File: config.mk
export PLATFORM = sky130hd
export DESIGN_NAME = tone_status_regs
export DESIGN_NICKNAME = d
export VERILOG_FILES = /design/src/rtl/tsr_pkg.sv /design/src/rtl/tsr_bus_sync.sv /design/src/rtl/tsr_rd_fsm.sv /design/src/rtl/tsr_flags.sv /design/src/rtl/tone_status_regs.sv
export SDC_FILE = /design/constraint.sdc
export NUM_CORES = 1
export LEC_CHECK = 0
export BUFFER_PORTS_ARGS = -buffer_cell sky130_fd_sc_hd__buf_4
export CAP_MARGIN = 30
export CORE_AREA = 5 5 42 44
export CTS_CLUSTER_DIAMETER = 150
export DETAILED_ROUTE_END_ITERATION = 8
export DIE_AREA = 0 0 47 49
export PLACE_DENSITY_LB_ADDON = 0.1
export SYNTH_ARGS = -nofsm -noshare
export SYNTH_HDL_FRONTEND = slang
export SYNTH_SLANG_ARGS = --single-unit
export TNS_END_PERCENT = 50
File: constraint.sdc
create_clock -name clk -period 2.2 [get_ports clk]
set_clock_uncertainty 0.15 [all_clocks]
set_input_delay 0.22 -clock clk [delete_from_list [all_inputs] [get_ports clk]]
set_output_delay 0.22 -clock clk [all_outputs]
set_load 0.1 [all_outputs]
File: src/rtl/tsr_pkg.sv
package tsr_pkg;

    localparam int FLAG_W   = 4;
    localparam int BIT_IRQ  = 0;
    localparam int BIT_TXE  = 1;
    localparam int BIT_RXF  = 2;
    localparam int BIT_STR  = 3;

    localparam int BUS_W    = 4;
    localparam int BUS_CS_N = 0;
    localparam int BUS_RW   = 1;
    localparam int BUS_DS   = 2;
    localparam int BUS_RS   = 3;

    typedef enum logic [1:0] {
        RD_IDLE    = 2'd0,
        RD_ACTIVE  = 2'd1,
        RD_RELEASE = 2'd2
    } rd_state_t;

endpackage

File: src/rtl/tsr_bus_sync.sv
module tsr_bus_sync #(
    parameter int WIDTH  = 4,
    parameter int STAGES = 2
) (
    input  logic             clk,
    input  logic             rst_n,
    input  logic [WIDTH-1:0] async_in,
    output logic [WIDTH-1:0] lvl,
    output logic [WIDTH-1:0] rise,
    output logic [WIDTH-1:0] fall
);
    localparam int LAST = STAGES - 1;

    logic [WIDTH-1:0] chain [STAGES];
    logic [WIDTH-1:0] prev_q;

    genvar g;
    generate
        for (g = 0; g < STAGES; g++) begin : g_stage
            if (g == 0) begin : g_first
                always_ff @(posedge clk or negedge rst_n) begin
                    if (!rst_n) chain[g] <= '0;
                    else        chain[g] <= async_in;
                end
            end else begin : g_next
                always_ff @(posedge clk or negedge rst_n) begin
                    if (!rst_n) chain[g] <= '0;
                    else        chain[g] <= chain[g-1];
                end
            end
        end
    endgenerate

    always_ff @(posedge clk or negedge rst_n) begin
        if (!rst_n) prev_q <= '0;
        else        prev_q <= chain[LAST];
    end

    always_comb begin
        lvl  = chain[LAST];
        rise = chain[LAST] & ~prev_q;
        fall = ~chain[LAST] & prev_q;
    end

endmodule

File: src/rtl/tsr_rd_fsm.sv
module tsr_rd_fsm
    import tsr_pkg::*;
(
    input  logic      clk,
    input  logic      rst_n,
    input  logic      strobe_rise,
    input  logic      strobe_fall,
    input  logic      sel_status_rd,
    output logic      drive_en,
    output logic      clr_pulse,
    output rd_state_t state_q
);
    rd_state_t state_d;

    always_ff @(posedge clk or negedge rst_n) begin
        if (!rst_n) state_q <= RD_IDLE;
        else        state_q <= state_d;
    end

    always_comb begin
        state_d = state_q;
        unique case (state_q)
            RD_IDLE:    if (strobe_rise && sel_status_rd) state_d = RD_ACTIVE;
            RD_ACTIVE:  if (strobe_fall)                  state_d = RD_RELEASE;
            RD_RELEASE:                                   state_d = RD_IDLE;
            default:                                      state_d = RD_IDLE;
        endcase
    end

    always_comb begin
        drive_en  = 1'b0;
        clr_pulse = 1'b0;
        unique case (state_q)
            RD_IDLE:    ;
            RD_ACTIVE:  drive_en  = 1'b1;
            RD_RELEASE: clr_pulse = 1'b1;
            default:    ;
        endcase
    end

endmodule

File: src/rtl/tsr_flags.sv
module tsr_flags
    import tsr_pkg::*;
(
    input  logic              clk,
    input  logic              rst_n,
    input  logic              ev_rx_latch,
    input  logic              ev_tone_valid,
    input  logic              ev_tone_gone,
    input  logic              ev_burst_done,
    input  logic              burst_en,
    input  logic              clr_pulse,
    output logic [FLAG_W-1:0] flags
);
    logic txe_q, rxf_q, str_q;

    // transmit empty: forced clear outside burst mode, set beats clear
    always_ff @(posedge clk or negedge rst_n) begin
        if (!rst_n)             txe_q <= 1'b0;
        else if (!burst_en)     txe_q <= 1'b0;
        else if (ev_burst_done) txe_q <= 1'b1;
        else if (clr_pulse)     txe_q <= 1'b0;
    end

    // receive full: set beats clear
    always_ff @(posedge clk or negedge rst_n) begin
        if (!rst_n)           rxf_q <= 1'b0;
        else if (ev_rx_latch) rxf_q <= 1'b1;
        else if (clr_pulse)   rxf_q <= 1'b0;
    end

    // steering follows tone presence only; simultaneous events hold
    always_ff @(posedge clk or negedge rst_n) begin
        if (!rst_n)                              str_q <= 1'b1;
        else if (ev_tone_gone && !ev_tone_valid) str_q <= 1'b1;
        else if (ev_tone_valid && !ev_tone_gone) str_q <= 1'b0;
    end

    always_comb begin
        flags          = '0;
        flags[BIT_TXE] = txe_q;
        flags[BIT_RXF] = rxf_q;
        flags[BIT_STR] = str_q;
        flags[BIT_IRQ] = txe_q | rxf_q;
    end

endmodule

File: src/rtl/tone_status_regs.sv
module tone_status_regs
    import tsr_pkg::*;
#(
    parameter int SYNC_STAGES = 2
) (
    input  logic        clk,
    input  logic        rst_n,
    input  logic        ev_rx_latch,
    input  logic        ev_tone_valid,
    input  logic        ev_tone_gone,
    input  logic        ev_burst_done,
    input  logic        burst_en,
    input  logic        bus_cs_n,
    input  logic        bus_rw,
    input  logic        bus_ds,
    input  logic        bus_rs,
    output logic [3:0]  bus_dout,
    output logic        bus_doe,
    output logic        irq_n
);
    logic [BUS_W-1:0]  bus_raw, bus_lvl, bus_rise, bus_fall;
    logic              sel_status_rd;
    logic              drive_en;
    logic              clr_pulse;
    rd_state_t         rd_state;
    logic [FLAG_W-1:0] stat_q;

    always_comb begin
        bus_raw           = '0;
        bus_raw[BUS_CS_N] = bus_cs_n;
        bus_raw[BUS_RW]   = bus_rw;
        bus_raw[BUS_DS]   = bus_ds;
        bus_raw[BUS_RS]   = bus_rs;
    end

    tsr_bus_sync #(
        .WIDTH  (BUS_W),
        .STAGES (SYNC_STAGES)
    ) u_sync (
        .clk      (clk),
        .rst_n    (rst_n),
        .async_in (bus_raw),
        .lvl      (bus_lvl),
        .rise     (bus_rise),
        .fall     (bus_fall)
    );

    assign sel_status_rd = !bus_lvl[BUS_CS_N] && bus_lvl[BUS_RW] && bus_lvl[BUS_RS];

    tsr_rd_fsm u_fsm (
        .clk           (clk),
        .rst_n         (rst_n),
        .strobe_rise   (bus_rise[BUS_DS]),
        .strobe_fall   (bus_fall[BUS_DS]),
        .sel_status_rd (sel_status_rd),
        .drive_en      (drive_en),
        .clr_pulse     (clr_pulse),
        .state_q       (rd_state)
    );

    tsr_flags u_flags (
        .clk           (clk),
        .rst_n         (rst_n),
        .ev_rx_latch   (ev_rx_latch),
        .ev_tone_valid (ev_tone_valid),
        .ev_tone_gone  (ev_tone_gone),
        .ev_burst_done (ev_burst_done),
        .burst_en      (burst_en),
        .clr_pulse     (clr_pulse),
        .flags         (stat_q)
    );

    always_comb begin
        bus_doe  = drive_en;
        bus_dout = drive_en ? stat_q[3:0] : 4'b0000;
        irq_n    = ~stat_q[BIT_IRQ];
    end

    // unused synchronized edges of the qualifier lines
    logic unused_edges;
    assign unused_edges = ^{bus_rise[BUS_CS_N], bus_rise[BUS_RW], bus_rise[BUS_RS],
                            bus_fall[BUS_CS_N], bus_fall[BUS_RW], bus_fall[BUS_RS],
                            bus_lvl[BUS_DS], rd_state};

endmodule

==> results.md <==
* Power per cell area at 753 nW/µm²
* Final number of hold-violating endpoints at 0
* DR DRC count at 0
* Average size of a mapped cell at 14.6 µm²
* Setup slack at placement at 0.831 ns
* Data arrival, critical path at 1.28 ns
* Switching part of the total power at between 20% and 30%
* Share of the synthesized area in compound gates (AO/OA/AOI/OAI) at 4.16%
* Capturing element type of the critical path: output pin
* Kind of path behind the tightest hold check: primary input to flip-flop
* Cells on worst reg2reg path at 3
* Leading cell types in the layout, fill and taps excluded: sky130_fd_sc_hd__buf_4, sky130_fd_sc_hd__dfrtp_1, sky130_fd_sc_hd__dlygate4sd3_1
* Sequential group share of total power at around half
* Number of cells on the worst hold path at 2
* Average wire length per cell after detail routing at 10.1 µm
* Pin count of the biggest net entering global routing at 15
* Area share of and/or/nand/nor cells after synthesis at between 10% and 20%
* Fraction of the mapped netlist area in adder cells at about 2.6%
* # nets final at around 70
* Count of different cell masters after synthesis at 15
* Number of fillers in the final layout at between 100 and 150
* Vias in the first global route at between 300 and 400
* Initial antenna violation count at 0
* Standard cell core area at between 1000 and 1500 µm²
* Sum of overflow across all layers after global routing at 0
* Crit Path Category: flip-flop to output pin
* First-pass DRT Iterations at 1
* CTS Root Cell: sky130_fd_sc_hd__clkbuf_4
* Worst setup SP type: flip-flop
* XOR/XNOR Fraction of Synth Area at 0%
* Combinational fraction of design power at 17.3%
* Number of CTS-inserted buffers at 3
* Final weighted congestion in routability-driven placement at about 0.70
* Input/output buffers at 16
* Critical-path maximum fanout at 4
* Worst IR Drop VDD at around 0.4 mV
* Number of levels the H-tree was split into at 1
* Sequential-to-total area share from yosys stat at around 73%
* Final worst path period share at about 75%
* Number of max-cap violations at 0
* FF+latch area at approximately 350 µm²
* CTS tree: done
* Data required time of the critical path at around 1.8 ns
* Result of the run: completed
* Die span in x at between 40 and 50 µm
* Insertion delay of the later-clocked pin in the worst-skew pair at between 0.2 and 0.3 ns
* Share of the core filled with cells at between 50% and 60%
* Number of setup violations in the final report at 0
* First DRT Iteration DRCs at 0
* Fraction of final layout cells sized beyond drive strength 1 at between 40% and 50%
* CTS Buffer Depth at 2
* Portion of total power attributed to the clock network at between 30% and 40%
* Total Die Area at around 2300 µm²
* Vias after detailed routing at approximately 320
* Warnings from Yosys at 0
* Crit path time final at between 1.5 and 2 ns
* Max Transition Viols Final at 0
* Worst max-slew margin expressed relative to the limit at between 80% and 90%
* TritonCTS Sinks at 14
* Leakage dissipation at 0.354 nW
* Area occupied by multi-input gates at between 100 and 150 µm²
* Buffers inserted by post-CTS timing repair at 0
* Global-route wire length before repair at ~1200 µm
* Syn Nets at 45
* Final wirelength at roughly 750 µm
* Switch Pwr at approximately 140 µW
* Row cnt at 14
* Average vias per placed instance at ~4.3
* Clock Pin Slew Worst Setup and Hold Paths at about 0.08 ns
* Fin worst setup slack at ~0.55 ns
* Slew at the pin closest to its max-slew limit at ~0.28 ns
* Most common cell after layout, fill and taps aside: sky130_fd_sc_hd__buf_4
* Netlist Area Pre-Place at between 400 and 500 µm²
* Cell internal pwr at 408 µW
* Initial core utilization at approximately 34%
* CTS Hold Bufs at 6
* Multiplexer share of the synthesized area at 2.34%
* Peak Freq at about 610 MHz
* Count of antenna-violating nets left after detailed routing at 0
* Overall fraction of global-route tracks in use at roughly 7.4%
* Number of diodes at 0
* Resized Gates After CTS at 0
* Vertical die dimension at slightly below 50 µm
* Post-synthesis instance total at 33
* Total negative slack at 0 ns
* Number of synthesized register bits at 14
* Top Ports at 17
* Area growth from synthesis to final layout at 50.6%
* Combinational family with the most area after synthesis: simple AND/OR/NAND/NOR gates
* Unrepaired setup endpoints after global routing: false
==> flip-flops by register name, indices dropped and copies added (netlist names) <==
signal and flops:
u_sync.chain 4, u_sync.lvl 4, u_fsm.state_q 2, u_flags.rxf_q 1
u_flags.str_q 1, u_flags.txe_q 1, u_sync.prev_q 1
==> metrics by stage <==
step	area, µm²	power [mW]	std cells	hold slack, ns
6_report	726	0.546	75	0.0321
3_3_place_gp	629	0.371	65	-0.0805
5_1_grt	726	0.570	75	0.0375
2_1_floorplan	489	0.342	33	-0.226
4_1_cts	726	0.556	75	0.0333
3_5_place_dp	629	0.373	65	-0.0778
==> power groups by stage <==
stage               sequential (mW)  clock [mW]  combinational (mW)
global route                  0.282       0.187               0.101
CTS                           0.281       0.180              0.0959
global placement              0.285           0              0.0859
detailed placement            0.286           0              0.0874
floorplan                     0.284           0              0.0581
finish                        0.280       0.172              0.0945
==> area by class of cell <==
class / count / share of cell area [%]
sequential: 14 / 48.4
multi-input combinational: 17 / 17.9
clock buffer: 4 / 5.00
inverter: 2 / 1.03
tap: 16 / 2.76
timing repair buffer: 22 / 24.8
==> path summary, 6_finish.rpt <==
| kind | startpoint | endpoint | slack, ns |
|---|---|---|---|
| max in group asynchronous | rst_n | u_flags.str_q | 1.49 |
| worst max-delay path | u_fsm.state_q[1] | bus_dout[2] | 0.55 |
| worst max register to register | u_fsm.state_q[0] | u_flags.txe_q | 1.13 |
| worst min register to register | u_sync.chain[4] | u_sync.lvl[0] | 0.20 |
| worst min-delay path | burst_en | u_flags.txe_q | 0.03 |
| min in group asynchronous | rst_n | u_sync.prev_q[2] | 0.18 |
==> per-layer routing <==
layer	global-route usage, %	up-vias	routed length, µm
li1	-	159	-
met1	8.16	149	292
met2	12.0	14	367
met3	2.21	0	94
met4	4.15	0	0
met5	0	-	0
==> synth_stat cells <==
library cell | number | area share (%)
sky130_fd_sc_hd__dfrtp_1 | 13 | 68
sky130_fd_sc_hd__nor2_1 | 4 | 3.1
sky130_fd_sc_hd__and2_1 | 3 | 3.9
sky130_fd_sc_hd__nand2b_1 | 2 | 2.6
sky130_fd_sc_hd__a21o_1 | 1 | 1.6
sky130_fd_sc_hd__a21oi_1 | 1 | 1.0
sky130_fd_sc_hd__a22oi_1 | 1 | 1.6
sky130_fd_sc_hd__and4bb_1 | 1 | 2.6
sky130_fd_sc_hd__dfstp_2 | 1 | 5.5
sky130_fd_sc_hd__ha_1 | 1 | 2.6
sky130_fd_sc_hd__inv_1 | 1 | 0.78
sky130_fd_sc_hd__inv_2 | 1 | 0.78
sky130_fd_sc_hd__mux2_1 | 1 | 2.3
sky130_fd_sc_hd__nand2b_4 | 1 | 2.9
sky130_fd_sc_hd__nor2b_1 | 1 | 1.3
==> logic make-up after synthesis <==
logic type | after synthesis
simple gates | 12
mux | 1
compound gates | 3
flops | 14
fa+ha+maj | 1
buf+inv | 2
==> critical path, stage by stage, from the launching register on <==
cell                       delay (ns)
sky130_fd_sc_hd__dfrtp_1         0.40
sky130_fd_sc_hd__nand2b_4        0.15
sky130_fd_sc_hd__inv_2           0.06
sky130_fd_sc_hd__and2_1          0.12
sky130_fd_sc_hd__buf_4           0.28
Note: power is estimated with default switching activity, not from simulation.
